File: src/rtl/irq_node_pkg.sv
package irq_node_pkg;

  typedef enum logic [1:0] {
    ND_IDLE  = 2'd0,
    ND_PASS  = 2'd1,
    ND_DRIVE = 2'd2,
    ND_HOLD  = 2'd3
  } node_state_e;

  // acknowledge forwarded downstream for a given state and pending flag
  function automatic logic grant_passes(node_state_e st, logic pend, logic ack);
    logic open_path;
    open_path = (st == ND_PASS) || ((st == ND_IDLE) && !pend);
    return ack && open_path;
  endfunction

  // request line pulled while waiting or while the vector settles
  function automatic logic request_driven(node_state_e st, logic pend);
    return ((st == ND_IDLE) && pend) || (st == ND_DRIVE);
  endfunction

  // data lines owned by this node
  function automatic logic vector_window(node_state_e st);
    return (st == ND_DRIVE) || (st == ND_HOLD);
  endfunction

endpackage

File: src/rtl/irq_pending_latch.sv
module irq_pending_latch (
  input  logic clk,
  input  logic rst_n,
  input  logic pulse,
  input  logic clear,
  output logic pend,
  output logic merged
);

  logic pend_q;

  // clear only happens while pending, so a coincident pulse is a merge
  always_ff @(posedge clk or negedge rst_n) begin
    if (!rst_n) begin
      pend_q <= 1'b0;
    end else if (clear) begin
      pend_q <= 1'b0;
    end else if (pulse) begin
      pend_q <= 1'b1;
    end
  end

  assign pend   = pend_q;
  assign merged = pulse && pend_q;

endmodule

File: src/rtl/irq_grant_fsm.sv
module irq_grant_fsm
  import irq_node_pkg::*;
#(
  parameter int SETUP_CYCLES = 1
) (
  input  logic        clk,
  input  logic        rst_n,
  input  logic        ack_in,
  input  logic        pend,
  output node_state_e state,
  output logic        ack_out,
  output logic        won,
  output logic        passed,
  output logic        done
);

  localparam int CNT_W = (SETUP_CYCLES < 2) ? 1 : $clog2(SETUP_CYCLES + 1);

  node_state_e state_q, state_d;
  logic        setup_last;
  logic        cnt_clr;

  generate
    if (SETUP_CYCLES <= 1) begin : g_single
      assign setup_last = 1'b1;
    end else begin : g_count
      logic [CNT_W-1:0] cnt_q;
      always_ff @(posedge clk or negedge rst_n) begin
        if (!rst_n) begin
          cnt_q <= '0;
        end else if (cnt_clr) begin
          cnt_q <= '0;
        end else if (state_q == ND_DRIVE) begin
          cnt_q <= cnt_q + CNT_W'(1);
        end
      end
      assign setup_last = (cnt_q == CNT_W'(SETUP_CYCLES - 1));
    end
  endgenerate

  always_comb begin
    state_d = state_q;
    cnt_clr = 1'b0;
    unique case (state_q)
      ND_IDLE: begin
        cnt_clr = 1'b1;
        if (ack_in) state_d = pend ? ND_DRIVE : ND_PASS;
      end
      ND_PASS: begin
        if (!ack_in) state_d = ND_IDLE;
      end
      ND_DRIVE: begin
        if (!ack_in)        state_d = ND_IDLE;
        else if (setup_last) state_d = ND_HOLD;
      end
      ND_HOLD: begin
        if (!ack_in) state_d = ND_IDLE;
      end
      default: state_d = ND_IDLE;
    endcase
  end

  always_ff @(posedge clk or negedge rst_n) begin
    if (!rst_n) state_q <= ND_IDLE;
    else        state_q <= state_d;
  end

  assign state   = state_q;
  assign ack_out = grant_passes(state_q, pend, ack_in);
  assign won     = (state_q == ND_IDLE) && ack_in && pend;
  assign passed  = (state_q == ND_IDLE) && ack_in && !pend;
  assign done    = vector_window(state_q) && !ack_in;

endmodule

File: src/rtl/irq_vector_driver.sv
module irq_vector_driver #(
  parameter int VEC_W = 8
) (
  input  logic             clk,
  input  logic             rst_n,
  input  logic             load,
  input  logic             active,
  input  logic [VEC_W-1:0] cfg,
  output logic             oe,
  output logic [VEC_W-1:0] data
);

  logic [VEC_W-1:0] vec_q;

  always_ff @(posedge clk or negedge rst_n) begin
    if (!rst_n)    vec_q <= '0;
    else if (load) vec_q <= cfg;
  end

  assign oe   = active;
  assign data = active ? vec_q : '0;

endmodule

File: src/rtl/irq_chain_node.sv
module irq_chain_node
  import irq_node_pkg::*;
#(
  parameter int VEC_W        = 8,
  parameter int SETUP_CYCLES = 1
) (
  input  logic             clk,
  input  logic             rst_n,
  input  logic             irq_pulse,
  input  logic [VEC_W-1:0] vec_cfg,
  input  logic             ack_in,
  output logic             ack_out,
  output logic             req_oe,
  output logic             vec_oe,
  output logic [VEC_W-1:0] vec_data
);

  node_state_e st;
  logic        pend;
  logic        ev_pulse_merged;
  logic        ev_grant_won;
  logic        ev_grant_passed;
  logic        ev_serve_done;
  logic        ev_passing;

  irq_pending_latch u_pend (
    .clk    (clk),
    .rst_n  (rst_n),
    .pulse  (irq_pulse),
    .clear  (ev_serve_done),
    .pend   (pend),
    .merged (ev_pulse_merged)
  );

  irq_grant_fsm #(.SETUP_CYCLES(SETUP_CYCLES)) u_fsm (
    .clk     (clk),
    .rst_n   (rst_n),
    .ack_in  (ack_in),
    .pend    (pend),
    .state   (st),
    .ack_out (ack_out),
    .won     (ev_grant_won),
    .passed  (ev_grant_passed),
    .done    (ev_serve_done)
  );

  irq_vector_driver #(.VEC_W(VEC_W)) u_vec (
    .clk    (clk),
    .rst_n  (rst_n),
    .load   (ev_grant_won),
    .active (vector_window(st)),
    .cfg    (vec_cfg),
    .oe     (vec_oe),
    .data   (vec_data)
  );

  assign ev_passing = (st == ND_PASS);
  assign req_oe     = request_driven(st, pend);

endmodule

File: config.mk
export PLATFORM = sky130hd
export DESIGN_NAME = irq_chain_node
export DESIGN_NICKNAME = d
export VERILOG_FILES = /design/src/rtl/irq_node_pkg.sv /design/src/rtl/irq_pending_latch.sv /design/src/rtl/irq_grant_fsm.sv /design/src/rtl/irq_vector_driver.sv /design/src/rtl/irq_chain_node.sv
export SDC_FILE = /design/constraint.sdc
export NUM_CORES = 1
export LEC_CHECK = 0
export CORE_AREA = 2 2 39 41
export DETAILED_ROUTE_END_ITERATION = 8
export DIE_AREA = 0 0 41 43
export GPL_ROUTABILITY_DRIVEN = 0
export GPL_TIMING_DRIVEN = 1
export PLACE_DENSITY = 0.84
export SLEW_MARGIN = 20
export SYNTH_ARGS = -nofsm -noshare
export SYNTH_HDL_FRONTEND = slang
export SYNTH_SLANG_ARGS = --single-unit
File: constraint.sdc
create_clock -name clk -period 3.5 [get_ports clk]
set_clock_uncertainty 0.05 [all_clocks]
set_input_delay 1.05 -clock clk [delete_from_list [all_inputs] [get_ports clk]]
set_output_delay 1.05 -clock clk [all_outputs]
set_load 0.01 [all_outputs]
== Word-level counts from Yosys, hierarchy flattened ==
Index checks and enable logic that the tools add are counted.
Storage, ports and cells
  RAM bits: 0
  logic and storage cells: 31
  flip-flop bits (word level): 11
  memories kept: 0
  ROM bits: 0
  bits in latches: 0
  input bits: 12
  output and inout port bits: 11
Operators by class
  div/mod/pow operators: 0
  add/subtract/negate cells: 0
  order comparisons: 0
  shifts and indexed selects: 0
  mux-type cells: 8
  bitwise operators: 0
  reductions and logical operators: 15
  $mul: 0
  equality and inequality tests: 5
Operators with widths (count)
  two-way mux 2 bit: 4
  two-way mux 8 bit: 1
  logical AND 1 bit: 6
  one-hot mux 2 bit (3 select lines): 1
  == test 2 bit, second input constant: 2
  != test 2 bit, second input constant: 2
  logical OR 1 bit: 3
  == test 2 x 1 -> 1 bit, second input constant: 1
  zero test 1 bit: 2
  zero test 2 bit: 1
  two-way mux 1 bit: 2
  AND reduction 2 bit: 1
  nonzero test 2 bit: 1
  OR reduction 2 bit: 1

== Longest topological paths before layout ==
  depth after elaboration: 4
  gate-level depth with buffers: 3
  gate-level depth less buffers: 2

== Cells and area by module ==
From an unflattened synthesis, not the netlist that was laid out.
Unflattened totals
  cell total of the unflattened synthesis: 42
  area, all modules: 561.8 µm²
By module, submodules not included
  irq_vector_driver: sequential area each 200.2 µm², area an instance 389.1 µm², instances 1, cells each 26
  irq_grant_fsm: sequential area each 50.0 µm², area an instance 117.6 µm², instances 1, cells each 11
  irq_pending_latch: sequential area each 25.0 µm², area an instance 41.3 µm², instances 1, cells each 3
  irq_chain_node: sequential area each 0.0 µm², area an instance 13.8 µm², instances 1, cells each 2

== Worst setup path before layout ==
No wires, ideal clock.
  path type: input -> output
  from: in ack_in
  to: out ack_out
  cell stages on the path: 2
  required time: 2.400 ns
  buffers on the path: 0
  setup slack: 1.016 ns
  arrival: 1.384 ns
  path through: inv_1 > nor3_1
On the way
  cells in the longest elaborated chain, start to end: 1
RTL lines
  from (decl): line irq_chain_node.sv:11  | input logic ack_in,
  logical AND 1 bit: line irq_node_pkg.sv:14  | return ack && open_path;
  to (decl): line irq_chain_node.sv:12  | output logic ack_out,
Every way passes these cells.

== Worst setup path after layout ==
Same ends and word-level chain as after synthesis.

==> reports/qor.log <==
[critical_path] kind of launch point of the worst setup path input pin
[sta] unrepaired setup endpoints after global routing false
[flow_run] number of violations of the max-capacitance limit 0
[die] total die area 1760 um2
[yosys] Mapped Cells 41
[min_path] min-delay worst type register to register
[status] run status finished clean
[detailed_routing] Detail Route Antenna Nets 0
[yosys] post-synthesis net count 53
[die] num ports 23
[yosys] biggest area contributors in the synthesized netlist sky130_fd_sc_hd__dfrtp_1 (56%), sky130_fd_sc_hd__mux2_2 (18%), sky130_fd_sc_hd__and2_1 (10%)
[detailed_routing] DRC 0
[sta] fin crit share 88.3%
[min_path] Worst Hold Endpoint u_vec.vec_q[1]
[sta] number of setup violations in the final report 0
[yosys] commonest register cell after synthesis sky130_fd_sc_hd__dfrtp_1
[yosys] top cells by count, synth sky130_fd_sc_hd__dfrtp_1 (11), sky130_fd_sc_hd__and2_1 (8), sky130_fd_sc_hd__mux2_2 (8), sky130_fd_sc_hd__nor2_1 (3)
[grt] maximum number of pins on one net before global-route repair 16
[min_path] cell count of the worst hold path 1
[clock_tree] number of H-tree levels 1
[critical_path] data required time of the worst path 2.40 ns
[yosys] post-synthesis cell type with the largest combined area sky130_fd_sc_hd__dfrtp_1
[detailed_routing] length of the first detailed-routing pass in iterations 4
[detailed_routing] Total Wirelength 958 um
[sta] actual slew at the worst max-slew pin 0.472 ns
[sta] Slew HR 68.4%
[detailed_routing] DR vias/cell 4.73
[sta] Achievable Freq 323 MHz
[pwr] Leak 0.327 nW
[critical_path] worst path arrival time 1.99 ns
[critical_path] reg-to-reg critical path startpoint u_fsm.state[1]
[grt] antenna violations before repair 0
[die] die width 41 um
[pwr] worst supply voltage drop on vdd 0.260 mV
[clock_tree] CTS Buf Count 3
[critical_path] largest fanout on the critical path 3
[cells_and_area] filler cell count in the final layout 129
[yosys] post-synthesis instance area 494 um2
[placement] post-place instance area 727 um2
[grt] GRT met1 Usage 14.1%
[yosys] count of yosys warnings during synthesis 0
[clock_tree] Root Driver sky130_fd_sc_hd__clkbuf_4
[yosys] Synth Area per Inst 12.1 um2
[placement] dpl ws 0.000118 ns
[cells_and_area] layout overhead on the synthesized area 52.9%
[cells_and_area] fraction of final layout cells sized beyond drive strength 1 20.0%
[die] placeable core area 1380 um2
[critical_path] r2r endpoint u_vec.vec_q[5]
[grt] busiest grt layer met2
[critical_path] Crit. Startpoint ack_in
[grt] GR Util met3 7.85%
[yosys] number of distinct library cells after synthesis 12
[pwr] total power draw 0.402 mW
[clock_tree] cts-stage hold buffer count 0
[min_path] startpoint of the worst hold path u_vec.vec_q[1]
[pwr] PD cells 532 nW/um2
[yosys] register bit count reported by yosys 11
[grt] global routing usage on met2 23.1%
[clock_tree] clk buf depth 2
[yosys] share of the yosys chip area belonging to registers 55.7%
[critical_path] register-to-register path setup slack 1.94 ns
[sta] accumulated negative setup slack 0 ns
[clock_tree] Clock transition at path regs 0.06 ns
[clock_tree] clock insertion delay at the later pin of the skew report 0.27 ns
[die] starting utilization of the core area 35.7%
[yosys] top-area cell type share of the netlist area 55.7%
[cells_and_area] Final #Nets 78
[grt] global-route wire length before repair 1620 um
[critical_path] type of the worst setup path input pin to output pin
[cells_and_area] Antenna Diode Count 0
[yosys] number of flops mapped to enable cells by yosys 0
[critical_path] nature of the critical path endpoint output pin
[sta] final-report hold violation count 0
[critical_path] number of cell instances on the worst register-to-register path 3
[die] die boundary height 43 um
[detailed_routing] Initial DRC Count 5
[die] Rows 14
[sta] minimum clock period after layout 3.09 ns
[detailed_routing] DR WL/cell 11.8 um
[cells_and_area] summed area of non-filler cells in the final layout 756 um2
[yosys] leading cell type by number of instances after synthesis sky130_fd_sc_hd__dfrtp_1
[grt] number of global-route vias before repair 390
[grt] Total GRT Usage 14.9%
[placement] number of I/O port buffers 22
[clock_tree] clock tree from TritonCTS done
[sta] final critical-path setup slack 0.409 ns
[grt] remaining global-route overflow 0
[sta] max-slew violation count 0
[detailed_routing] Via Count 383
[clock_tree] number of sinks driven by the clock tree 11
[yosys] async set-or-reset flop fraction in the synthesized netlist 100%
==> layout make-up <==
class	count	area (um2)	area share, %
Clock buffer	4	26.3	3.48
Multi-Input combinational cell	25	196	26.0
Tap cell	16	20.0	2.65
Inverter	2	7.51	0.993
Sequential cell	11	275	36.4
Timing Repair Buffer	23	230	30.5
==> registers in the layout (all words and copies together), names as in the netlist <==
| name | flops |
|---|---|
| u_fsm.state | 2 |
| u_pend.pend | 1 |
| u_vec.vec_q | 8 |
==> routing by layer <==
layer / vias to the layer above / part of all wire (%)
li1: 182 / -
met1: 182 / 38
met2: 15 / 53
met3: 4 / 5.9
met4: 0 / 3.0
met5: - / 0
==> cell families after synthesis <==
| family | share of synthesized area, % |
|---|---|
| AO/OA/AOI/OAI | 3.54 |
| buffers and inverters | 4.56 |
| flip-flops | 55.7 |
| multiplexers | 18.2 |
| AND/OR/NAND/NOR | 18.0 |
==> worst max-delay path by stage <==
stage / cells after the start / slack (ns) / to
4_1_cts: 4 / 0.0005 / ack_out
6_report: 4 / 0.41 / ack_out
2_1_floorplan: 2 / 1.02 / ack_out
5_1_grt: 4 / 0.35 / ack_out
3_5_place_dp: 4 / 0.0001 / ack_out
3_3_place_gp: 4 / 0.07 / ack_out
==> cell usage in the layout, fill, tap and decap left out, drive strengths merged <==
cell type and count:
nor3 1, o21a 1, nor2b 1, nor4bb 1
mux2 8, a21oi 2, and2 8, dlymetal6s2s 1
inv 2, buf 1, clkbuf 4, dfrtp 11
clkdlybuf4s50 21, nor2 3
==> report_power, final <==
part / switching [mW] / internal [mW] / leakage [nW]
Combinational: 0.0429 / 0.0872 / 0.183
Sequential: 0.0209 / 0.164 / 0.129
Clock: 0.0424 / 0.0442 / 0.0150
==> stage by stage <==
step	cells	hold slack, ns	utilization, %
global route	81	0.466	54.6
global placement	77	0.430	52.5
finish	81	0.448	54.6
floorplan	41	0.422	-
detailed placement	77	0.437	52.5
CTS	81	0.452	54.4
==> timing repair <==
action,CTS,global route
resized for setup,0,1
buffers inserted,0,0
endpoints found under the setup margin,0,1
==> critical path: stages <==
cell	delay (ns)
sky130_fd_sc_hd__clkdlybuf4s50_1	0.50
sky130_fd_sc_hd__inv_1	0.07
sky130_fd_sc_hd__nor3_1	0.17
sky130_fd_sc_hd__dlymetal6s2s_1	0.20
Power figures use the tool's default switching activity.
